## src/rtl/phc_pkg.sv

```systemverilog
package phc_pkg;
   localparam logic [7:0] A_CTRL   = 8'h80;
   localparam logic [7:0] A_CNT_LO = 8'h98;
   localparam logic [7:0] A_CNT_HI = 8'h9C;
   localparam logic [7:0] A_ADDEND = 8'hA0;
   localparam logic [7:0] A_PRSC   = 8'hA8;
   localparam logic [7:0] A_OFF_LO = 8'hB0;
   localparam logic [7:0] A_OFF_HI = 8'hB4;
   localparam logic [7:0] A_NOW_LO = 8'hF0;
   localparam logic [7:0] A_NOW_HI = 8'hF4;

   localparam int SEL_LSB  = 0;
   localparam int EN_BIT   = 2;
   localparam int COMP_BIT = 15;
   localparam int PER_LSB  = 16;

   typedef enum logic [3:0] {
      RS_NONE, RS_CTRL, RS_CNT_LO, RS_CNT_HI, RS_ADDEND,
      RS_PRSC, RS_OFF_LO, RS_OFF_HI, RS_NOW_LO, RS_NOW_HI
   } reg_sel_t;

   function automatic reg_sel_t decode_addr(input logic [7:0] a);
      case (a)
         A_CTRL:   return RS_CTRL;
         A_CNT_LO: return RS_CNT_LO;
         A_CNT_HI: return RS_CNT_HI;
         A_ADDEND: return RS_ADDEND;
         A_PRSC:   return RS_PRSC;
         A_OFF_LO: return RS_OFF_LO;
         A_OFF_HI: return RS_OFF_HI;
         A_NOW_LO: return RS_NOW_LO;
         A_NOW_HI: return RS_NOW_HI;
         default:  return RS_NONE;
      endcase
   endfunction
endpackage

```

## src/rtl/phc_regs.sv

```systemverilog
module phc_regs
   import phc_pkg::*;
#(
   parameter int DATA_W   = 32,
   parameter int PER_W    = 10,
   parameter int PRSC_W   = 16,
   parameter int PRSC_RST = 2,
   localparam int CNT_W   = 2 * DATA_W
) (
   input  logic              clk,
   input  logic              rst_n,
   input  logic              wr_stb,
   input  reg_sel_t          sel,
   input  logic [DATA_W-1:0] wdata,
   output logic [DATA_W-1:0] ctrl_word,
   output logic              ctl_en,
   output logic [PER_W-1:0]  per_act,
   output logic [DATA_W-1:0] addend,
   output logic [PRSC_W-1:0] prscl,
   output logic [CNT_W-1:0]  offset,
   output logic              cnt_load,
   output logic [CNT_W-1:0]  cnt_load_val
);
   logic [1:0]        ctl_sel;
   logic              ctl_comp;
   logic [PER_W-1:0]  ctl_per;
   logic [DATA_W-1:0] cnt_shadow;
   logic [DATA_W-1:0] off_lo, off_hi;

   always_ff @(posedge clk) begin
      if (!rst_n) begin
         ctl_sel    <= '0;
         ctl_en     <= 1'b0;
         ctl_comp   <= 1'b0;
         ctl_per    <= '0;
         per_act    <= '0;
         addend     <= '0;
         prscl      <= PRSC_W'(PRSC_RST);
         cnt_shadow <= '0;
         off_lo     <= '0;
         off_hi     <= '0;
      end else if (wr_stb) begin
         case (sel)
            RS_CTRL: begin
               ctl_sel  <= wdata[SEL_LSB +: 2];
               ctl_en   <= wdata[EN_BIT];
               ctl_comp <= wdata[COMP_BIT];
               ctl_per  <= wdata[PER_LSB +: PER_W];
               if (!wdata[COMP_BIT]) per_act <= wdata[PER_LSB +: PER_W];
            end
            RS_ADDEND: begin
               addend  <= wdata;
               per_act <= ctl_per;
            end
            RS_PRSC:   prscl      <= wdata[PRSC_W-1:0];
            RS_CNT_LO: cnt_shadow <= wdata;
            RS_OFF_LO: off_lo     <= wdata;
            RS_OFF_HI: off_hi     <= wdata;
            default: ;
         endcase
      end
   end

   always_comb begin
      ctrl_word = '0;
      ctrl_word[SEL_LSB +: 2]     = ctl_sel;
      ctrl_word[EN_BIT]           = ctl_en;
      ctrl_word[COMP_BIT]         = ctl_comp;
      ctrl_word[PER_LSB +: PER_W] = ctl_per;
   end

   assign offset       = {off_hi, off_lo};
   assign cnt_load     = wr_stb && (sel == RS_CNT_HI);
   assign cnt_load_val = {wdata, cnt_shadow};
endmodule

```

## src/rtl/phc_accum.sv

```systemverilog
module phc_accum #(
   parameter int DATA_W = 32,
   parameter int PER_W  = 10,
   localparam int CNT_W = 2 * DATA_W
) (
   input  logic              clk,
   input  logic              rst_n,
   input  logic              step,
   input  logic              load,
   input  logic [CNT_W-1:0]  load_val,
   input  logic [PER_W-1:0]  per_act,
   input  logic [DATA_W-1:0] addend,
   output logic [CNT_W-1:0]  cnt
);
   logic [DATA_W-1:0] frac;
   logic [DATA_W:0]   fsum;

   assign fsum = {1'b0, frac} + {1'b0, addend};

   always_ff @(posedge clk) begin
      if (!rst_n) begin
         cnt  <= '0;
         frac <= '0;
      end else if (load) begin
         cnt  <= load_val;
         frac <= '0;
      end else if (step) begin
         cnt  <= cnt + CNT_W'(per_act) + CNT_W'(fsum[DATA_W]);
         frac <= fsum[DATA_W-1:0];
      end
   end
endmodule

```

## src/rtl/phc_readout.sv

```systemverilog
module phc_readout
   import phc_pkg::*;
#(
   parameter int DATA_W  = 32,
   parameter int PRSC_W  = 16,
   parameter bit OUT_REG = 1'b0,
   localparam int CNT_W  = 2 * DATA_W
) (
   input  logic              clk,
   input  logic              rst_n,
   input  logic              rd_stb,
   input  reg_sel_t          sel,
   input  logic [DATA_W-1:0] ctrl_word,
   input  logic [DATA_W-1:0] addend,
   input  logic [PRSC_W-1:0] prscl,
   input  logic [CNT_W-1:0]  offset,
   input  logic [CNT_W-1:0]  cnt,
   output logic [DATA_W-1:0] rdata,
   output logic              rvalid,
   output logic [CNT_W-1:0]  time_now
);
   logic [CNT_W-1:0]  now_sum;
   logic [DATA_W-1:0] now_hi_latch;
   logic [DATA_W-1:0] rd_mux;

   assign now_sum = cnt + offset;

   always_comb begin
      case (sel)
         RS_CTRL:   rd_mux = ctrl_word;
         RS_CNT_LO: rd_mux = cnt[DATA_W-1:0];
         RS_CNT_HI: rd_mux = cnt[CNT_W-1:DATA_W];
         RS_ADDEND: rd_mux = addend;
         RS_PRSC:   rd_mux = DATA_W'(prscl);
         RS_OFF_LO: rd_mux = offset[DATA_W-1:0];
         RS_OFF_HI: rd_mux = offset[CNT_W-1:DATA_W];
         RS_NOW_LO: rd_mux = now_sum[DATA_W-1:0];
         RS_NOW_HI: rd_mux = now_hi_latch;
         default:   rd_mux = '0;
      endcase
   end

   always_ff @(posedge clk) begin
      if (!rst_n) begin
         rdata        <= '0;
         rvalid       <= 1'b0;
         now_hi_latch <= '0;
      end else begin
         rvalid <= rd_stb;
         if (rd_stb) rdata <= rd_mux;
         if (rd_stb && sel == RS_NOW_LO) now_hi_latch <= now_sum[CNT_W-1:DATA_W];
      end
   end

   generate
      if (OUT_REG) begin : g_now_reg
         logic [CNT_W-1:0] now_q;
         always_ff @(posedge clk) begin
            if (!rst_n) now_q <= '0;
            else        now_q <= now_sum;
         end
         assign time_now = now_q;
      end else begin : g_now_comb
         assign time_now = now_sum;
      end
   endgenerate
endmodule

```

## src/rtl/phc_timebase.sv

```systemverilog
module phc_timebase
   import phc_pkg::*;
#(
   parameter int DATA_W   = 32,
   parameter int PER_W    = 10,
   parameter int PRSC_W   = 16,
   parameter int PRSC_RST = 2,
   parameter int ADDR_W   = 8,
   parameter bit OUT_REG  = 1'b0,
   localparam int CNT_W   = 2 * DATA_W
) (
   input  logic              clk,
   input  logic              rst_n,
   input  logic              ref_tick,
   input  logic              reg_req,
   input  logic              reg_wr,
   input  logic [ADDR_W-1:0] reg_addr,
   input  logic [DATA_W-1:0] reg_wdata,
   output logic [DATA_W-1:0] reg_rdata,
   output logic              reg_rvalid,
   output logic [CNT_W-1:0]  time_now
);
   if (DATA_W != 32) begin : g_bad_data_w
      $error("phc_timebase: DATA_W must be 32");
   end
   if (PER_W < 1 || PER_W > DATA_W - PER_LSB) begin : g_bad_per_w
      $error("phc_timebase: PER_W must fit above bit 16 of the control word");
   end
   if (PRSC_W < 2 || PRSC_W > DATA_W) begin : g_bad_prsc_w
      $error("phc_timebase: PRSC_W out of range");
   end
   if (ADDR_W < 8) begin : g_bad_addr_w
      $error("phc_timebase: ADDR_W must be at least 8");
   end

   logic     addr_hi_zero;
   reg_sel_t sel;

   generate
      if (ADDR_W > 8) begin : g_wide_addr
         assign addr_hi_zero = ~|reg_addr[ADDR_W-1:8];
      end else begin : g_narrow_addr
         assign addr_hi_zero = 1'b1;
      end
   endgenerate

   assign sel = addr_hi_zero ? decode_addr(reg_addr[7:0]) : RS_NONE;

   logic              wr_stb, rd_stb;
   logic [DATA_W-1:0] ctrl_word, addend;
   logic              ctl_en;
   logic [PER_W-1:0]  per_act;
   logic [PRSC_W-1:0] prscl;
   logic [CNT_W-1:0]  offset, cnt_q, cnt_load_val;
   logic              cnt_load;

   assign wr_stb = reg_req && reg_wr;
   assign rd_stb = reg_req && !reg_wr;

   phc_regs #(
      .DATA_W(DATA_W), .PER_W(PER_W), .PRSC_W(PRSC_W), .PRSC_RST(PRSC_RST)
   ) u_regs (
      .clk(clk), .rst_n(rst_n), .wr_stb(wr_stb), .sel(sel), .wdata(reg_wdata),
      .ctrl_word(ctrl_word), .ctl_en(ctl_en), .per_act(per_act),
      .addend(addend), .prscl(prscl), .offset(offset),
      .cnt_load(cnt_load), .cnt_load_val(cnt_load_val)
   );

   phc_accum #(.DATA_W(DATA_W), .PER_W(PER_W)) u_accum (
      .clk(clk), .rst_n(rst_n), .step(ctl_en && ref_tick),
      .load(cnt_load), .load_val(cnt_load_val),
      .per_act(per_act), .addend(addend), .cnt(cnt_q)
   );

   phc_readout #(.DATA_W(DATA_W), .PRSC_W(PRSC_W), .OUT_REG(OUT_REG)) u_read (
      .clk(clk), .rst_n(rst_n), .rd_stb(rd_stb), .sel(sel),
      .ctrl_word(ctrl_word), .addend(addend), .prscl(prscl),
      .offset(offset), .cnt(cnt_q),
      .rdata(reg_rdata), .rvalid(reg_rvalid), .time_now(time_now)
   );
endmodule

```

## config.mk

```make
export PLATFORM = sky130hd
export DESIGN_NAME = phc_timebase
export DESIGN_NICKNAME = d
export VERILOG_FILES = /design/src/rtl/phc_pkg.sv /design/src/rtl/phc_regs.sv /design/src/rtl/phc_accum.sv /design/src/rtl/phc_readout.sv /design/src/rtl/phc_timebase.sv
export SDC_FILE = /design/constraint.sdc
export NUM_CORES = 1
export LEC_CHECK = 0
export ABC_AREA = 1
export BUFFER_PORTS_ARGS = -buffer_cell sky130_fd_sc_hd__buf_2
export CORE_ASPECT_RATIO = 1.75
export CORE_UTILIZATION = 35
export CTS_BUF_LIST = sky130_fd_sc_hd__clkbuf_2
export DETAILED_ROUTE_END_ITERATION = 8
export PLACE_DENSITY = 0.59
export SYNTH_ARGS = -nofsm -noshare
export SYNTH_HDL_FRONTEND = slang
export SYNTH_SLANG_ARGS = --single-unit
```

## constraint.sdc

```tcl
create_clock -name clk -period 6.9 [get_ports clk]
set_clock_uncertainty 0.15 [all_clocks]
set_input_delay 0.69 -clock clk [delete_from_list [all_inputs] [get_ports clk]]
set_output_delay 0.69 -clock clk [all_outputs]
set_load 0.005 [all_outputs]
```

======== Word level (Yosys, flattened, before mapping) ========
Index checks and enable logic that the tools add are counted.
storage, ports and cells
  flip-flop bits (word level) ............. 329
  word-level logic and storage cells ...... 61
  bits of input ports ..................... 45
operators by class
  add/sub/neg operators ................... 4
  reductions and logical operators ........ 16
  bitwise gates (word level) .............. 1
  eq/ne operators ......................... 19
  mux-type cells .......................... 6
operator list
  operator            number
  $pmux 32 s9         1
  $mux 64             2
  $eq 8x8->1 const B  9
  $add 64x1->64       1
  $add 64x10->64      1
  $add 64x64->64      1
  $pmux 4 s9          1
  $add 32x32->33      1
  $pmux 10 s2         1
  $eq 4x3->1 const B  4
  $reduce_and 2->1    6
  $mux 10             1
  $eq 4x2->1 const B  2
  $eq 4x4->1 const B  2
  $logic_and 1x1->1   5
  $eq 4x1->1 const B  1
  $reduce_bool 2->1   2
  $reduce_and 3->1    1
  $ne 2x2->1 const B  1
  $reduce_or 2->1     1
  $logic_not 1->1     1
  $not 1->1           1

======== Depth between registers and ports, before layout ========
Gate-level depths: netlist of the first run.
  word-level depth ........................ 5
  mapped depth ............................ 24
  depth with buffers taken out ............ 24

======== Cells and area by module ========
Synthesis of the first run repeated with hierarchy kept, for this count alone.
second synthesis, totals
  cells, all modules ...................... 4,238
  area total of the unflattened synthesis .. 25,081.6 um2
by module, submodules not included
  module        area each (um2)  cells each  sequential area each (um2)  instances
  phc_readout   9,829.4          1,857       1,301.2                     1
  phc_accum     8,700.8          1,500       1,921.8                     1
  phc_regs      6,373.6          843         3,363.2                     1
  phc_timebase  177.7            38          0.0                         1

======== Worst setup path after synthesis of the first run ========
OpenSTA, ideal clock, no wires.
  path type ............................... register -> register
  start point ............................. register u_regs.addend[0]
  end point ............................... register u_accum.cnt[46]
  path slack .............................. 3,033 ps
  arrival time ............................ 3,589 ps
  clock period less this slack ............ 3,867 ps
  stages on the path, launching flop included .. 21
  required time ........................... 6,622 ps
  cell sequence ........................... dfxtp_1 ha_1 fa_1 nand2_1 o21ai_1 a21oi_1 o21ai_1 nand3_1 nand2_1 a31oi_1 fa_1 fa_1 o21ai_2 nand2_1 nand2_1 nand3_1 o21ai_1 nand2_1 xor2_1 a21oi_1 nor2_1
between the ends
  cells in the longest elaborated chain, start to end .. 4
RTL lines
  what                    RTL line         text
  start, declared         phc_regs.sv:18   output logic [DATA_W-1:0] addend,
  start signal, assigned  phc_regs.sv:52   addend <= wdata;
  $add 32x32->33          phc_accum.sv:18  assign fsum = {1'b0, frac} + {1'b0, addend};
  $add 64x1->64           phc_accum.sv:28  cnt <= cnt + CNT_W'(per_act) + CNT_W'(fsum[DATA_W]);
  $mux 64                 phc_accum.sv:27  end else if (step) begin
  $mux 64                 phc_accum.sv:24  end else if (load) begin
  end signal, assigned    phc_accum.sv:25  cnt <= load_val;
  end signal, assigned    phc_accum.sv:28
  end, declared           phc_accum.sv:13  output logic [CNT_W-1:0] cnt
No other way between the ends. The select of a mux whose other input is x is not followed.
A chain may end at the register's enable or synchronous reset.

======== Worst setup path in the final report of the first run ========
  start point ............................. register u_accum.cnt[41]
  end point ............................... output time_now[56]
between the ends
  cells in the longest elaborated chain, start to end .. 1
RTL lines
  what            RTL line            text
  $add 64x64->64  phc_readout.sv:26   assign now_sum = cnt + offset;
  end, declared   phc_timebase.sv:21  output logic [CNT_W-1:0] time_now
No other way between the ends.

==> results of run 1 <==
## metrics by stage
step	utilization	setup slack (ps)	area, um2
after global routing	0.396	1410	26400
after floorplan	-	3030	23700
after CTS	0.396	1570	26400
after global placement	0.380	1900	25300
final	0.397	1520	26400
after detailed placement	0.380	1820	25300
## per-layer routing
layer	vias to the layer above	share of wire	track usage
met2	1472	0.47	0.627
met5	-	0.00037	0
met3	535	0.076	0.0660
li1	13200	-	-
met1	12900	0.34	0.394
met4	8	0.12	0.378
## sequential cells by signal, summed over array words and instances (netlist names)
register	flops
u_regs.ctl_comp	1
u_read.rdata	32
u_read.now_hi_latch	32
u_regs.off_lo	32
u_regs.off_hi	32
u_regs.ctl_en	1
u_regs.cnt_shadow	32
u_accum.cnt	64
u_read.rvalid	1
u_regs.ctl_per	10
u_regs.addend	32
u_regs.per_act	10
u_regs.prscl	16
u_regs.ctl_sel	2
u_accum.frac	32
## area by class of cell
| cell class | count | area [um2] | share of cell area |
|---|---|---|---|
| clock inverters | 26 | 141 | 0.00535 |
| inverters | 614 | 2310 | 0.0873 |
| multi-input cells | 2856 | 14200 | 0.539 |
| clock buffers | 118 | 591 | 0.0224 |
| repair buffers | 224 | 1420 | 0.0539 |
| flip-flops and latches | 329 | 6590 | 0.249 |
| well taps | 889 | 1110 | 0.0421 |
| diodes | 10 | 25.0 | 0.000947 |
## cell families (layout without fill, tap and decap cells)
family | after synthesis | after routing | share of synthesized area
compound gates | 870 | 870 | 0.198
xor+xnor | 59 | 59 | 0.0218
fa+ha+maj | 108 | 108 | 0.0583
buf+inv | 745 | 982 | 0.122
flops | 329 | 329 | 0.278
other cells | 0 | 10 | 0
simple gates | 1819 | 1819 | 0.322
## worst min path at each step
stage                          start               endpoint  slack, ps
6_report                 reg_addr[0]        u_read.rdata[4]        160
3_3_place_gp   u_regs.cnt_shadow[21]  u_regs.cnt_shadow[21]        290
3_5_place_dp    u_regs.cnt_shadow[2]   u_regs.cnt_shadow[2]        300
4_1_cts                  reg_addr[0]       u_read.rdata[12]         90
5_1_grt                reg_wdata[20]      u_regs.per_act[4]        130
2_1_floorplan  u_regs.cnt_shadow[21]  u_regs.cnt_shadow[21]        270
## worst min-delay path, stage by stage
cell,delay [ps]
buf_2,100
nor2_4,60
nand3_1,150
nand2_1,140
nand4_1,150
nand4_1,90
nand2_1,70
a21oi_1,50
## what timing repair did
item                                   4_1_cts  5_1_grt
gates resized for setup                      0        0
endpoints found under the hold margin      212        0
setup buffers                                0        0
hold buffers                                37        0
## cell usage after synthesis (all sizes together), types with 39 or more instances
| cell | n |
|---|---|
| nand2 | 1015 |
| inv | 611 |
| nor2 | 403 |
| a21oi | 374 |
| dfxtp | 329 |
| o21ai | 326 |
| nand3 | 231 |
| ha | 104 |
| clkbuf | 84 |
| nand4 | 71 |
| o22ai | 55 |
| xor2 | 54 |
| a31oi | 47 |
| buf | 47 |
| nor3 | 39 |
## where the power goes
group	internal, uW	switching (uW)	leakage (uW)
clock	501	928	0.000563
combinational	39.0	140	0.00900
sequential	1900	1.78	0.00265
==> reports/metrics.yaml, run 1 <==
floorplan:
  start_util: 0.356
  row_count: 125
  die_area_mm2: 0.0688
  die_w_um: 199
  core_area_mm2: 0.0666
  die_y_um: 346
  ios: 142
timing:
  tightest_slew_ps: 1330
  finalHoldViolations: 0
  finalSetupViolations: 0
  min_period_ps: 5380
  setup_tns_ps: 0
  slew_headroom: 0.107
  maxSlewViolCount: 0
  fin_hold_ws_ps: 160
  fin_crit_sh: 0.779
  rsz0062_at_grt: "no"
  fmax_ghz: 0.186
critical_path:
  ff2ff_path_depth: 18
  r2r_end: "u_accum.cnt[42]"
  arrival_ps: 4540
  crit_top_cell: "a21oi_1"
  path_depth: 9
  path_buf_inv: 1
  cp_slowest_stage_delay_ps: 680
  r2r_slack_ps: 1780
  cp-end-kind: "output pin"
  path_cells: "ha_1 > a21oi_1 > o21ai_0 > a21oi_1 > nor2_1 > nor3_1 > nand4_1 > nand2_1 > buf_2"
  critPathRequiredTime_ps: 6060
  path_class: "reg2out"
  rr_startpoint: "u_regs.addend[0]"
  cpLargestDelayFamily: "simple AND/OR/NAND/NOR gates"
  start_kind: "flop"
  startpoint: "u_accum.cnt[41]"
  endpoint: "time_now[56]"
  cp_max_fo: 7
  cp_slowest_cell: "dfxtp_1"
finish:
  final_common_cell: "nand2_1"
  nFillCells: 7664
  areaGrowthSynthToFinish_pct: 11.5
  nets: 4262
  finalNonFillerCells: 5066
  drive_above_1_share: 0.0862
  layout_common_cells: "nand2_1, inv_1, nor2_1"
synthesis:
  syn-num-nets: 4083
  yosysWarnings: 0
  ys_types: 49
  synthesis.instances: 3930
  yosys.area.top_type_share: 0.278
  synth_area_mm2: 0.0237
  synth-seq-cells: 329
  yosys-top-cells-area: "dfxtp_1, nand2_1, inv_1"
  dominantRegCellSynth: "dfxtp_1"
  synth-edff-count: 0
  synth_top_cell_by_area: "dfxtp_1"
  ys_seq_area_frac: 0.278
  syn_area_per_cell_um2: 6.03
  synthArstFlopShare: 0
hold_path:
  min_path_cells: 8
  min_path_type: "in2reg"
clocking:
  clk_pin_slew_ps: 140
  clockBufferDepth: 3
  h-tree-depth: 3
  cts_root_buffer: "clkbuf_2"
  cts_inserted_buffers: 84
  cts_tree: "done"
  cts_sinks: 329
  clk_latency_ps: 1230
power_and_ir_drop:
  cellLeakagePower_uw: 0.0122
  power.density_mw_per_mm2: 133
  vdd_drop_max_v: 0.000102
  p_total_uw: 3510
global_route:
  grt_pass1_wl_um: 185000
  grt.total_usage: 0.379
  overflow: 0
  grt_max_degree: 88
  antenna_found_initial: 9
  grt_pass1_vias: 27100
routing:
  vias_per_cell: 5.55
  via_count: 28100
  drt-initial-drc-count: 2615
  dr.pass1.iters: 8
  wl_per_cell_um: 25.8
  routed_wl_um: 131000
  ant_nets: 0
  drc_errors: 0
job:
  max-cap-violations: 0
placed_design:
  port_buffers: 141
  dp_hpwl_um: 102000
  place_congestion: 1.11
  dp_cells: 4875
status:
  outcome: "finished clean"
Note: power is estimated with default switching activity, not from simulation.
==> run 2: changes to the inputs <==
- clock period: 6.9 -> 5.1 ns (I/O delays scaled with it)
==> run 2 against run 1 <==
  * First-iteration DRC count is 6.5% higher
  * Sequential power is 35% higher
  * Cell count is 0.85% higher
  * Count of clock-buffer cells in the layout is 4 lower
  * Register-to-register slack worse by 1500 ps
  * Final area is 1.6% higher
  * Clock power is 43% higher
  * Hold slack worse by 120 ps
  * Power is 39% higher
==> reports/metrics.yaml, run 2 (same netlist as run 1, synthesis figures left out) <==
placed_design:
  place_congestion: 1.09
  port_buffers: 141
  dp_hpwl_um: 104000
  dp_cells: 4901
finish:
  nets: 4308
  final_common_cell: "nand2_1"
  layout_common_cells: "nand2_1, inv_1, nor2_1"
  areaGrowthSynthToFinish_pct: 13.4
  finalNonFillerCells: 5109
  top_register: "u_accum.cnt"
  drive_above_1_share: 0.0926
  largest_register_ffs: 64
  post-route-util: 0.403
global_route:
  grt_pass1_vias: 27300
  grt_pass1_wl_um: 188000
  overflow: 0
  grt_max_degree: 63
  antenna_found_initial: 7
  grt.total_usage: 0.388
power_and_ir_drop:
  cellLeakagePower_uw: 0.0125
  p_total_uw: 4880
  power.density_mw_per_mm2: 182
  vdd_drop_max_v: 0.000131
routing:
  wl_per_cell_um: 26.3
  ant_nets: 0
  vias_per_cell: 5.57
  drc_errors: 0
  routed_wl_um: 134000
  dr.pass1.iters: 6
  via_count: 28500
  drt-initial-drc-count: 2784
floorplan:
  die_y_um: 346
  row_count: 125
  die_w_um: 199
  ios: 142
  start_util: 0.356
  die_area_mm2: 0.0688
  core_area_mm2: 0.0666
timing:
  min_period_ps: 5080
  fin_crit_sh: 0.997
  maxSlewViolCount: 0
  slew_headroom: 0.239
  finalSetupViolations: 0
  fmax_ghz: 0.197
  setup_tns_ps: 0
  finalHoldViolations: 0
  tightest_slew_ps: 1130
clocking:
  cts_sinks: 329
  cts_inserted_buffers: 87
  clk_latency_ps: 1280
  cts_root_buffer: "clkbuf_2"
  cts_setup_buffers: 0
  clk_pin_slew_ps: 130
  h-tree-depth: 3
  clockBufferDepth: 3
  cts_tree: "done"
critical_path:
  cp_max_fo: 6
  cp-end-kind: "output pin"
  critPathRequiredTime_ps: 4440
  arrival_ps: 4420
  path_cells: "ha_1 > nand2_1 > nor2_1 > nand2_1 > nor2_1 > nand3_1 > nand3_1 > xor2_1 > buf_2"
  cp_slowest_stage_delay_ps: 890
  path_class: "reg2out"
  start_kind: "flop"
  path_buf_inv: 1
  cpLargestDelayFamily: "simple AND/OR/NAND/NOR gates"
  cp_slowest_cell: "dfxtp_1"
status:
  outcome: "finished clean"
job:
  max-cap-violations: 0
hold_path:
  min_path_type: "in2reg"
-- run 2: cell types whose count changed in the layout (fill, tap and decap cells not counted), moves of 2 or more --
cell           delta
clkinv_2          +5
buf_4            +26
clkinv_1          +2
bufinv_16         +2
clkbuf_2          -4
dlygate4sd3_1    +17
diode_2           -3
-- run 2: per-layer routing --
metal | track usage | up-vias | part of all wire | routed length (um)
li1 | - | 13300 | - | -
met2 | 0.631 | 1514 | 0.46 | 61100
met4 | 0.407 | 6 | 0.13 | 17100
met5 | 0 | - | 0.00033 | 45
met1 | 0.390 | 13100 | 0.34 | 45300
met3 | 0.0912 | 593 | 0.080 | 10700
-- run 2: final timing paths --
| path | slack, ps | endpoint | startpoint | cells after the start |
|---|---|---|---|---|
| max | 20 | time_now[43] | u_accum.cnt[36] | 9 |
| min | 40 | u_regs.per_act[7] | reg_wdata[23] | 4 |
| max reg2reg | 280 | u_accum.cnt[46] | u_regs.addend[0] | 20 |
| min reg2reg | 310 | u_regs.cnt_shadow[2] | u_regs.cnt_shadow[2] | 2 |
-- run 2: layout make-up --
| class | instances | area, um2 |
|---|---|---|
| diodes | 7 | 17.5 |
| clock buffers | 114 | 571 |
| clock inverters | 33 | 218 |
| fillers | 7525 | 39800 |
| inverters | 614 | 2310 |
| multi-input cells | 2856 | 14300 |
| flip-flops and latches | 329 | 6590 |
| well taps | 889 | 1110 |
| repair buffers | 267 | 1790 |
-- run 2: worst register-to-register path, stage by stage, from the launching register on --
cell and delay [ps]:
dfxtp_1 370, ha_1 200, fa_1 190, nand2_1 80
o21ai_1 310, a21oi_1 160, o21ai_1 450, nand3_1 170
nand2_1 130, a31oi_1 130, fa_1 470, fa_1 470
o21ai_2 380, nand2_1 90, nand2_1 150, nand3_1 90
o21ai_1 290, nand2_1 130, xor2_1 170, a21oi_1 140
nor2_1 50
-- run 2: power breakdown --
group          internal [uW]  switching [uW]  leakage (uW)  total [uW]
registers               2570            2.29       0.00265        2570
logic                   60.8             199       0.00922         259
clock network            767            1290      0.000593        2050
-- run 2: timing repair --
item / 4_1_cts / 5_1_grt
resized for setup: 0 / 3
hold buffers: 54 / 0
endpoints found under the hold margin: 256 / 0
setup endpoints to repair: 0 / 2
-- run 2: metrics by stage --
stage               instance area, um2  hold WS, ps  setup WS (ps)
floorplan                        23700          275           1230
global placement                 25500          286            377
detailed placement               25500          290            305
CTS                              26800         1.35            204
global route                     26800         67.6         -0.244
finish                           26900         39.2           17.8
